File: src/rtl/poll_status_pkg.sv
package poll_status_pkg;
  localparam int unsigned DATA_W_DEF   = 8;
  localparam int unsigned POLL_BIT_DEF = 7;
  localparam int unsigned TOG_BIT_DEF  = 6;
endpackage

File: src/rtl/poll_read_strobe.sv
module poll_read_strobe (
  input  logic clk_i,
  input  logic rst_ni,
  input  logic ce_ni,
  input  logic oe_ni,
  output logic active_o,
  output logic start_o
);
  logic active_q;

  assign active_o = ~ce_ni & ~oe_ni;

  always_ff @(posedge clk_i or negedge rst_ni) begin
    if (!rst_ni) active_q <= 1'b0;
    else         active_q <= active_o;
  end

  // first cycle of a read access
  assign start_o = active_o & ~active_q;
endmodule

File: src/rtl/poll_last_write.sv
module poll_last_write (
  input  logic clk_i,
  input  logic rst_ni,
  input  logic wr_en_i,
  input  logic wr_bit_i,
  output logic last_bit_o
);
  always_ff @(posedge clk_i or negedge rst_ni) begin
    if (!rst_ni)      last_bit_o <= 1'b0;
    else if (wr_en_i) last_bit_o <= wr_bit_i;
  end
endmodule

File: src/rtl/poll_toggle.sv
module poll_toggle (
  input  logic clk_i,
  input  logic rst_ni,
  input  logic start_i,
  input  logic busy_i,
  output logic tog_o
);
  always_ff @(posedge clk_i or negedge rst_ni) begin
    if (!rst_ni)                tog_o <= 1'b0;
    else if (start_i && busy_i) tog_o <= ~tog_o;
  end
endmodule

File: src/rtl/poll_status_resp.sv
module poll_status_resp
  import poll_status_pkg::*;
#(
  parameter int unsigned DATA_W   = DATA_W_DEF,
  parameter int unsigned POLL_BIT = POLL_BIT_DEF,
  parameter int unsigned TOG_BIT  = TOG_BIT_DEF
) (
  input  logic              clk_i,
  input  logic              rst_ni,
  input  logic              ce_ni,
  input  logic              oe_ni,
  input  logic              busy_i,
  input  logic              wr_en_i,
  input  logic              wr_bit_i,
  input  logic [DATA_W-1:0] array_data_i,
  output logic [DATA_W-1:0] rd_data_o,
  output logic              drive_o
);
  logic              rd_active;
  logic              rd_start;
  logic              last_bit;
  logic              tog;
  logic [DATA_W-1:0] status_word;

  poll_read_strobe u_strobe (
    .clk_i    (clk_i),
    .rst_ni   (rst_ni),
    .ce_ni    (ce_ni),
    .oe_ni    (oe_ni),
    .active_o (rd_active),
    .start_o  (rd_start)
  );

  poll_last_write u_last (
    .clk_i      (clk_i),
    .rst_ni     (rst_ni),
    .wr_en_i    (wr_en_i),
    .wr_bit_i   (wr_bit_i),
    .last_bit_o (last_bit)
  );

  poll_toggle u_tog (
    .clk_i   (clk_i),
    .rst_ni  (rst_ni),
    .start_i (rd_start),
    .busy_i  (busy_i),
    .tog_o   (tog)
  );

  // status word: inverted polled bit, toggle bit, all other bits zero
  always_comb begin
    status_word           = '0;
    status_word[POLL_BIT] = ~last_bit;
    status_word[TOG_BIT]  = tog;
  end

  assign drive_o   = rd_active;
  assign rd_data_o = !rd_active ? '0 : (busy_i ? status_word : array_data_i);
endmodule

File: config.mk
export PLATFORM = sky130hd
export DESIGN_NAME = poll_status_resp
export DESIGN_NICKNAME = d
export VERILOG_FILES = /design/src/rtl/poll_status_pkg.sv /design/src/rtl/poll_read_strobe.sv /design/src/rtl/poll_last_write.sv /design/src/rtl/poll_toggle.sv /design/src/rtl/poll_status_resp.sv
export SDC_FILE = /design/constraint.sdc
export NUM_CORES = 1
export LEC_CHECK = 0
export ABC_AREA = 0
export BUFFER_PORTS_ARGS = -buffer_cell sky130_fd_sc_hd__buf_2
export CAP_MARGIN = 20
export CORE_AREA = 2 2 39 41
export DETAILED_ROUTE_END_ITERATION = 7
export DIE_AREA = 0 0 41 43
export GPL_ROUTABILITY_DRIVEN = 0
export PLACE_DENSITY_LB_ADDON = 0.12
export SYNTH_ARGS = -nofsm -noshare
export SYNTH_HDL_FRONTEND = slang
export SYNTH_SLANG_ARGS = --single-unit
File: constraint.sdc
create_clock -name clk_i -period 2.65 [get_ports clk_i]
set_input_delay 0.1325 -clock clk_i [delete_from_list [all_inputs] [get_ports clk_i]]
set_output_delay 0.1325 -clock clk_i [all_outputs]
set_load 0.005 [all_outputs]
After elaboration in Yosys (flattened, before gate mapping)
Index checks and enable logic that the tools add are counted.

Multiplexer cells: 2. Reduce and logical (&&, ||, !) cells: 1. Bitwise logic cells: 7.

Operators by type and width (count): $mux W8 (2); $not A1 Y1 (5); $and A1 B1 Y1 (2); $logic_and A1 B1 Y1 (1).

Output and inout port bits: 9. Input port bits: 15. Bits in registers: 3.

Logic depth before layout (Yosys ltp)
Gate-level depths: netlist (run 1).

Depth after elaboration: 4. Depth in mapped cells: 2. Mapped depth without buffers: 2.

By module
From an unflattened synthesis (run 1), not the netlist that was laid out.

Cells, all modules: 19. Area, all modules: 192.7 um2.

Modules (own cells, without submodules): poll_status_resp (seq. area each 0.0 um2, cells an instance 11, times used 1, area an instance 76.3 um2); poll_last_write (seq. area each 25.0 um2, cells an instance 2, times used 1, area an instance 40.0 um2); poll_read_strobe (seq. area each 25.0 um2, cells an instance 3, times used 1, area an instance 38.8 um2); poll_toggle (seq. area each 25.0 um2, cells an instance 3, times used 1, area an instance 37.5 um2).

Worst setup path before layout (run 1)
No wires, ideal clock.

Path type: reg2out. Start: register u_last.last_bit_o. End: output port rd_data_o[7]. Cell stages (with the launch flop): 2. Path slack: 1731 ps. Buffers on the path: 0. Data arrival time: 786 ps. Cells stage by stage: dfrtp_1 -> a2111oi_1.

Word-level cells in the longest chain between the ends: 3.

Ends and longest elaborated chain: start: declaration (line poll_last_write.sv:6) `output logic last_bit_o`; start signal: assignment (line poll_last_write.sv:10) `else if (wr_en_i) last_bit_o <= wr_bit_i;`; $not A1 Y1 (line poll_status_resp.sv:53) `status_word[POLL_BIT] = ~last_bit;`; $mux W8 (2 in a row) (line poll_status_resp.sv:58) `assign rd_data_o = !rd_active ? '0 : (busy_i ? status_word : array_data_i);`; end: declaration (line poll_status_resp.sv:16) `output logic [DATA_W-1:0] rd_data_o,`.

Every way passes these cells.

Final worst setup path (run 1)
Ends and elaborated chain as after synthesis.

==> impl_metrics.ini, run 1 <==
[cts]
htree_levels = 1
cts_tree = done
cts.sinks = 3
clk_path_buf_depth = 2
cts_buffers = 3
cts_setup_buffers = 0
clk_latency_ns = 0.23
cts-root-buf = clkbuf_4
clkTransAtPathRegs_ns = 0.04

[worst_setup_path]
worstPathRequired_ns = 2.52
crit_path_max_fanout = 2
rrSetupSlack_ns = 1.71
timing.rr.start = u_strobe.active_q
timing.rr.end = u_tog.tog_o
arrival_ns = 1.17
crit_path_end = rd_data_o[7]
critPathCaptureType = output pin
reg2reg_depth = 2
setup.worst_path.start_class = flop
cp-startpoint = u_last.last_bit_o
crit_type = reg -> out

[grt]
grt_pass1_vias = 206
grt_overflow_total = 0
grt_pass1_wl_um = 910
antenna_found_initial = 0
grt_usage_pct = 8.551
grt_max_degree = 7

[placement]
port_buffers = 23
dpl.hpwl_um = 528

[yosys]
ys_types = 10
ys.warnings.count = 0
avgSynthCellArea_um2 = 11.05
synth_fa_ha_area_share_pct = 0
synth-seq-cells = 3
synth-simple-area-share_pct = 42.14
synth-xor-area-share_pct = 4.403
synth_compound_area_share_pct = 5.031
synth_top_family_by_area = simple AND/OR/NAND/NOR gates
synth.area.mux_share_pct = 10.69
syn_area_um2 = 198.9
synth-seq-area-share_pct = 37.74
mappedNetlistNets = 33
synth_cells = 18

[status]
status = complete, no violations

[route]
vias = 234
wl_per_cell_um = 10.31
vias_per_cell = 3.774
routed_wl_um = 639
drt-pass1-iter-count = 2
drtAntennaViolNets = 0
drc_errors = 0
drtIter0Drc = 2

[die]
die_w_um = 41
die_h_um = 43
start_util_pct = 14.38
io_pins = 24
row_count = 14
die-area_um2 = 1763
core_um2 = 1384

[timing]
fin_worst_skew_ns = 0.002902
fin_crit_sh_pct = 49.31
drv_slew = 0
timing.final.crit_period_ns = 1.307
tns_ns = 0
relSlewSlack_pct = 79.39
worst_pin_slew_ns = 0.3084
finalHoldViolations = 0
setup_violations = 0
rsz0062_at_grt = false
max_freq_mhz = 765.3

[layout]
n_antenna_cell = 0
syn2layout_area_growth_pct = 86.16
drive_gt1_share_pct = 63.04
multi_input_area_um2 = 123.9
nets = 62
seq_area_um2 = 75.07
nFillCells = 162

[power]
p_leak_nw = 0.2056
pwr_density_cell_nw_per_um2 = 493.5
p_total_uw = 182.8
vdd_drop_max_uv = 203.3

[hold_path]
hold_path_class = in -> reg

[flow_run]
max-cap-violations = 0
==> worst max-delay path: stages, from the launching register on <==
cell and delay, ns:
dfrtp_1 0.38, a2111oi_1 0.38, buf_2 0.18
==> state kept, by name (all words and copies together) (netlist names) <==
signal             cells
u_strobe.active_q      1
u_tog.tog_o            1
u_last.last_bit_o      1
==> synthesized netlist by cell type <==
| master | number | area [um^2] |
|---|---|---|
| a2111oi_1 | 1 | 10.01 |
| and2_1 | 6 | 37.54 |
| xor2_1 | 1 | 8.760 |
| nor3_1 | 1 | 5.000 |
| dfrtp_1 | 3 | 75.07 |
| nor3_2 | 1 | 10.01 |
| nor4b_4 | 1 | 23.77 |
| nor2_1 | 2 | 7.510 |
| mux2_2 | 1 | 11.26 |
| mux2i_1 | 1 | 10.01 |
==> report_power, final <==
| group | total (mW) | internal, mW | leakage (nW) | switching, mW |
|---|---|---|---|---|
| clock | 0.0801 | 0.0564 | 0.0150 | 0.0237 |
| sequential | 0.0635 | 0.0563 | 0.0363 | 0.00718 |
| combinational | 0.0392 | 0.0226 | 0.154 | 0.0166 |
| total | 0.183 | 0.135 | 0.206 | 0.0474 |
==> worst min-delay path by stage <==
stage / from / slack [ns] / end / cells after the start
2_1_floorplan: rst_ni / -0.16 / u_last.last_bit_o / 0
3_3_place_gp: rst_ni / -0.07 / u_strobe.active_q / 1
3_5_place_dp: rst_ni / -0.07 / u_last.last_bit_o / 1
4_1_cts: wr_bit_i / 0.12 / u_last.last_bit_o / 2
5_1_grt: wr_bit_i / 0.12 / u_last.last_bit_o / 2
6_report: wr_bit_i / 0.13 / u_last.last_bit_o / 2
==> through the flow <==
step	util [%]	setup slack (ns)	cells	cell area [um^2]	hold slack, ns
after floorplan	-	1.731	18	198.9	-0.1631
after global placement	24.14	1.608	57	334.1	-0.06827
after detailed placement	24.14	1.603	57	334.1	-0.06770
after CTS	26.76	1.334	62	370.4	0.1229
after global routing	26.76	1.257	62	370.4	0.1228
final	26.76	1.343	62	370.4	0.1344
==> metal layers <==
metal	vias to the layer above	routed length (um)	track usage, %	share of wire (%)
met5	-	0	0	0
li1	118	-	-	-
met2	12	308	10.63	48
met1	104	267	9.709	42
met4	0	0	10.00	0
met3	0	63	3.141	9.9
==> repair_timing <==
action / 4_1_cts / 5_1_grt
gates resized for setup: 0 / 0
hold buffers: 1 / 0
hold endpoints to repair: 3 / 0
setup endpoints to repair: 0 / 0
==> layout make-up <==
class                   instances  share of cell area, %
clock buffers                   4                  7.095
flip-flops and latches          3                  20.27
multi-input cells              15                  33.45
repair buffers                 24                  33.78
well taps                      16                  5.405
==> kinds of logic after synthesis <==
logic type / Yosys count
simple gates: 11
flops: 3
mux: 2
compound gates: 1
xor+xnor: 1
==> placed cells by master, fill, tap and decap left out <==
master / n
nor3_1: 1
and2_1: 6
dlygate4sd3_1: 1
nor4b_4: 1
clkbuf_1: 1
mux2_2: 1
nor2_1: 2
nor3_2: 1
xor2_1: 1
a2111oi_1: 1
mux2i_1: 1
buf_2: 23
dfrtp_1: 3
clkbuf_4: 3
Power figures use the tool's default switching activity.
==> run 2: changes to the inputs <==
- clock period: 2.65 -> 1.36 ns (I/O delays scaled with it)
==> impl_metrics.ini, run 2 (same netlist as run 1, synthesis figures left out) <==
[status]
status = complete, no violations

[timing]
max_freq_mhz = 794.4
drv_slew = 0
worst_pin_slew_ns = 0.3363
relSlewSlack_pct = 77.52
tns_ns = 0
setup_violations = 0
fin_crit_sh_pct = 92.56
fin_worst_skew_ns = 0.001560
timing.final.crit_period_ns = 1.259
finalHoldViolations = 0
rsz0062_at_grt = false

[die]
row_count = 14
io_pins = 24
die_h_um = 43
die-area_um2 = 1763
die_w_um = 41
start_util_pct = 14.38
core_um2 = 1384

[grt]
grt_max_degree = 7
antenna_found_initial = 0
grt_pass1_vias = 237
grt_pass1_wl_um = 910
grt_usage_pct = 8.249
grt_overflow_total = 0

[cts]
cts_setup_buffers = 0
cts.sinks = 3
cts-root-buf = clkbuf_4
clkTransAtPathRegs_ns = 0.03
clk_path_buf_depth = 2
cts_buffers = 3
cts-resized-gates = 0
cts_tree = done
hold_buffers = 1
clk_latency_ns = 0.23
htree_levels = 1

[layout]
final_util_pct = 26.76
final_common_cell = buf_2
syn2layout_area_growth_pct = 86.16
mostFrequentLayoutCells = buf_2 (23), and2_1 (6), clkbuf_4 (3), dfrtp_1 (3), nor2_1 (2)
reg_top3 = u_last.last_bit_o (1), u_strobe.active_q (1), u_tog.tog_o (1)
stdcell_area_um2 = 370.4
nets = 62
drive_gt1_share_pct = 63.04
n_antenna_cell = 0

[power]
vdd_drop_max_uv = 377.6
p_total_uw = 350.7
p_leak_nw = 0.2056
pwr_density_cell_nw_per_um2 = 946.8

[route]
routed_wl_um = 599
drt-pass1-iter-count = 1
drtAntennaViolNets = 0
wl_per_cell_um = 9.661
vias_per_cell = 3.613
drtIter0Drc = 0
vias = 224
drc_errors = 0

[placement]
place_area_um2 = 334.1
dpl.hpwl_um = 499.4
port_buffers = 23

[hold_path]
hold_path_class = in -> reg

[worst_setup_path]
worstPathRequired_ns = 1.29
crit_path_max_incr_delay_ns = 0.40
crit_type = reg -> out
setup.worst_path.start_class = flop
critPathCaptureType = output pin
path_cells = a2111oi_1 -> buf_2
arrival_ns = 1.19
crit_path_max_fanout = 2
critical-path-slowest-cell = a2111oi_1

[flow_run]
max-cap-violations = 0
## run 2: cell counts in the layout (fill, tap and decap cells not counted)
Identical to the previous run, type by type.
## run 2: worst paths after layout
path                              startpoint                end  slack (ns)  depth (start not counted)
min in group asynchronous             rst_ni        u_tog.tog_o        0.17                          2
max reg2reg                u_strobe.active_q        u_tog.tog_o        0.45                          2
min reg2reg                      u_tog.tog_o        u_tog.tog_o        0.47                          1
max                        u_last.last_bit_o       rd_data_o[7]        0.10                          2
min                                 wr_bit_i  u_last.last_bit_o        0.08                          2
max in group asynchronous             rst_ni  u_last.last_bit_o        1.08                          2
## run 2: routing by layer
layer  routed length, um  global-route usage, %  up-vias
li1                    -                      -      119
met2                 279                  10.00       12
met5                   0                      0        -
met3                  69                  1.571        0
met4                   0                  10.00        0
met1                 250                  10.36       93
## run 2: final cells by class
type / instances / area [um^2]
clock buffers: 4 / 26.28
repair buffers: 24 / 125.1
flip-flops and latches: 3 / 75.07
multi-input cells: 15 / 123.9
well taps: 16 / 20.02
fillers: 159 / 1013
## run 2: power breakdown
part           internal (mW)  switching (mW)
registers              0.110          0.0135
clock network          0.110          0.0429
logic                 0.0440          0.0308
total                  0.264          0.0871
## run 2: critical path, delay by kind of cell (launching register included)
kind            cells  cell delay, ns
compound gates      1            0.40
flops               1            0.38
buf+inv             1            0.18
## run 2: through the flow
| stage | instances | setup WS (ns) | hold WS, ns |
|---|---|---|---|
| floorplan | 18 | 0.4931 | -0.2276 |
| global placement | 57 | 0.3835 | -0.1325 |
| detailed placement | 57 | 0.3812 | -0.1314 |
| CTS | 62 | 0.1187 | 0.06913 |
| global route | 62 | 0.05289 | 0.07709 |
| finish | 62 | 0.1013 | 0.07933 |
==> run 3: changes to the inputs <==
--- a/constraint.sdc
+++ b/constraint.sdc
@@ -3,2 +3,2 @@
 set_output_delay 0.068 -clock clk_i [all_outputs]
-set_load 0.005 [all_outputs]
+set_load 0.1 [all_outputs]
==> impl_metrics.ini, run 3 (same netlist as run 1, synthesis figures left out) <==
[cts]
cts_setup_buffers = 0
clkTransAtPathRegs_ns = 0.04
cts_buffers = 3
clk_path_buf_depth = 2
cts-resized-gates = 0
cts_tree = done
cts-root-buf = clkbuf_4
cts.sinks = 3
clk_latency_ns = 0.23
htree_levels = 1

[worst_setup_path]
timing.rr.start = u_strobe.active_q
arrival_ns = 1.24
crit_path_max_fanout = 2
worstPathRequired_ns = 1.29
crit_type = reg -> out
cp-startpoint = u_last.last_bit_o
timing.rr.end = u_tog.tog_o
reg2reg_depth = 2
rrSetupSlack_ns = 0.42
setup.worst_path.start_class = flop
critPathCaptureType = output pin

[layout]
nets = 62
final_common_cell = buf_2
fin_cells = 62
reg_top3 = u_last.last_bit_o (1), u_strobe.active_q (1), u_tog.tog_o (1)
n_antenna_cell = 0
syn2layout_area_growth_pct = 162.3
drive_gt1_share_pct = 69.57
nFillCells = 152
mostFrequentLayoutCells = buf_2 (15), buf_12 (8), and2_1 (6), clkbuf_4 (3), dfrtp_1 (3)

[timing]
max_freq_mhz = 766.2
rsz0062_at_grt = false
worst_pin_slew_ns = 0.4855
tns_ns = 0
fin_worst_skew_ns = 0.001289
fin_crit_sh_pct = 95.96
finalHoldViolations = 0
drv_slew = 0
timing.final.crit_period_ns = 1.305
setup_violations = 0
relSlewSlack_pct = 67.86

[route]
drtIter0Drc = 1
drtAntennaViolNets = 0
drc_errors = 0
routed_wl_um = 679
vias_per_cell = 3.774
drt-pass1-iter-count = 2
wl_per_cell_um = 10.95
vias = 234

[status]
status = complete, no violations

[hold_path]
hold_path_class = in -> reg
worstHoldEndpoint = u_last.last_bit_o
min_delay_path_depth = 2
holdCritStartpoint = wr_bit_i

[die]
io_pins = 24
core_um2 = 1384
row_count = 14
die_w_um = 41
start_util_pct = 14.38
die_h_um = 43
die-area_um2 = 1763

[grt]
antenna_found_initial = 0
grt_pass1_wl_mm = 1.097
grt_usage_pct = 9.356
grt_pass1_vias = 243
grt_max_degree = 7
grt_overflow_total = 0

[placement]
dpl.hpwl_um = 608.6
port_buffers = 23
dp.cells = 57

[power]
pwr_density_cell_nw_per_um2 = 930.8
p_leak_nw = 0.2346
vdd_drop_max_uv = 379.9
p_total_uw = 485.6

[flow_run]
max-cap-violations = 0
[run 3: cell counts in the layout (fill, tap and decap cells not counted)]
Identical to the previous run, type by type.
[run 3: area by class of cell]
| type | instances | area, um^2 | area share (%) |
|---|---|---|---|
| Sequential cell | 3 | 75.07 | 14.39 |
| Clock buffer | 4 | 26.28 | 5.036 |
| Multi-Input combinational cell | 15 | 155.1 | 29.74 |
| Timing Repair Buffer | 24 | 245.2 | 47.00 |
| Tap cell | 16 | 20.02 | 3.837 |
[run 3: timing repair]
item	in CTS	in global routing
endpoints found under the setup margin	0	0
hold buffers	1	0
hold endpoints to repair	3	0
[run 3: worst max-delay path by stage]
stage                     cells past startpoint      endpoint  slack, ns
after floorplan                               1  rd_data_o[7]      -0.25
after global placement                        2  rd_data_o[7]       0.33
after detailed placement                      2  rd_data_o[7]       0.30
after CTS                                     2  rd_data_o[7]       0.04
after global routing                          2  rd_data_o[7]      0.009
final                                         2  rd_data_o[7]       0.05
[run 3: stage by stage]
stage                     hold slack (ns)  setup WS [ns]  utilization (%)  instance area, um^2
after floorplan                   -0.2276        -0.2540                -                230.2
after global placement            -0.1329         0.3331            35.08                485.5
after detailed placement          -0.1315         0.3049            35.08                485.5
after CTS                         0.07077        0.04137            37.70                521.8
after global routing              0.08061       0.009103            37.70                521.8
final                             0.07720        0.05490            37.70                521.8
[run 3: critical path: stages, from the launching register on]
cell and delay [ns]:
dfrtp_1 0.40, a2111oi_4 0.38, buf_12 0.22
[run 3: report_power, final]
group | total, mW | leakage, nW | switching (mW) | internal (mW)
Sequential | 0.126 | 0.0363 | 0.0166 | 0.110
Clock | 0.153 | 0.0150 | 0.0429 | 0.110
Combinational | 0.207 | 0.183 | 0.129 | 0.0778
Total | 0.486 | 0.235 | 0.188 | 0.297
[run 3: routing by layer]
layer,GRT usage [%],wire length [um]
met5,0,0
met4,4.000,0
met3,3.665,64
met2,14.69,350
met1,10.68,263
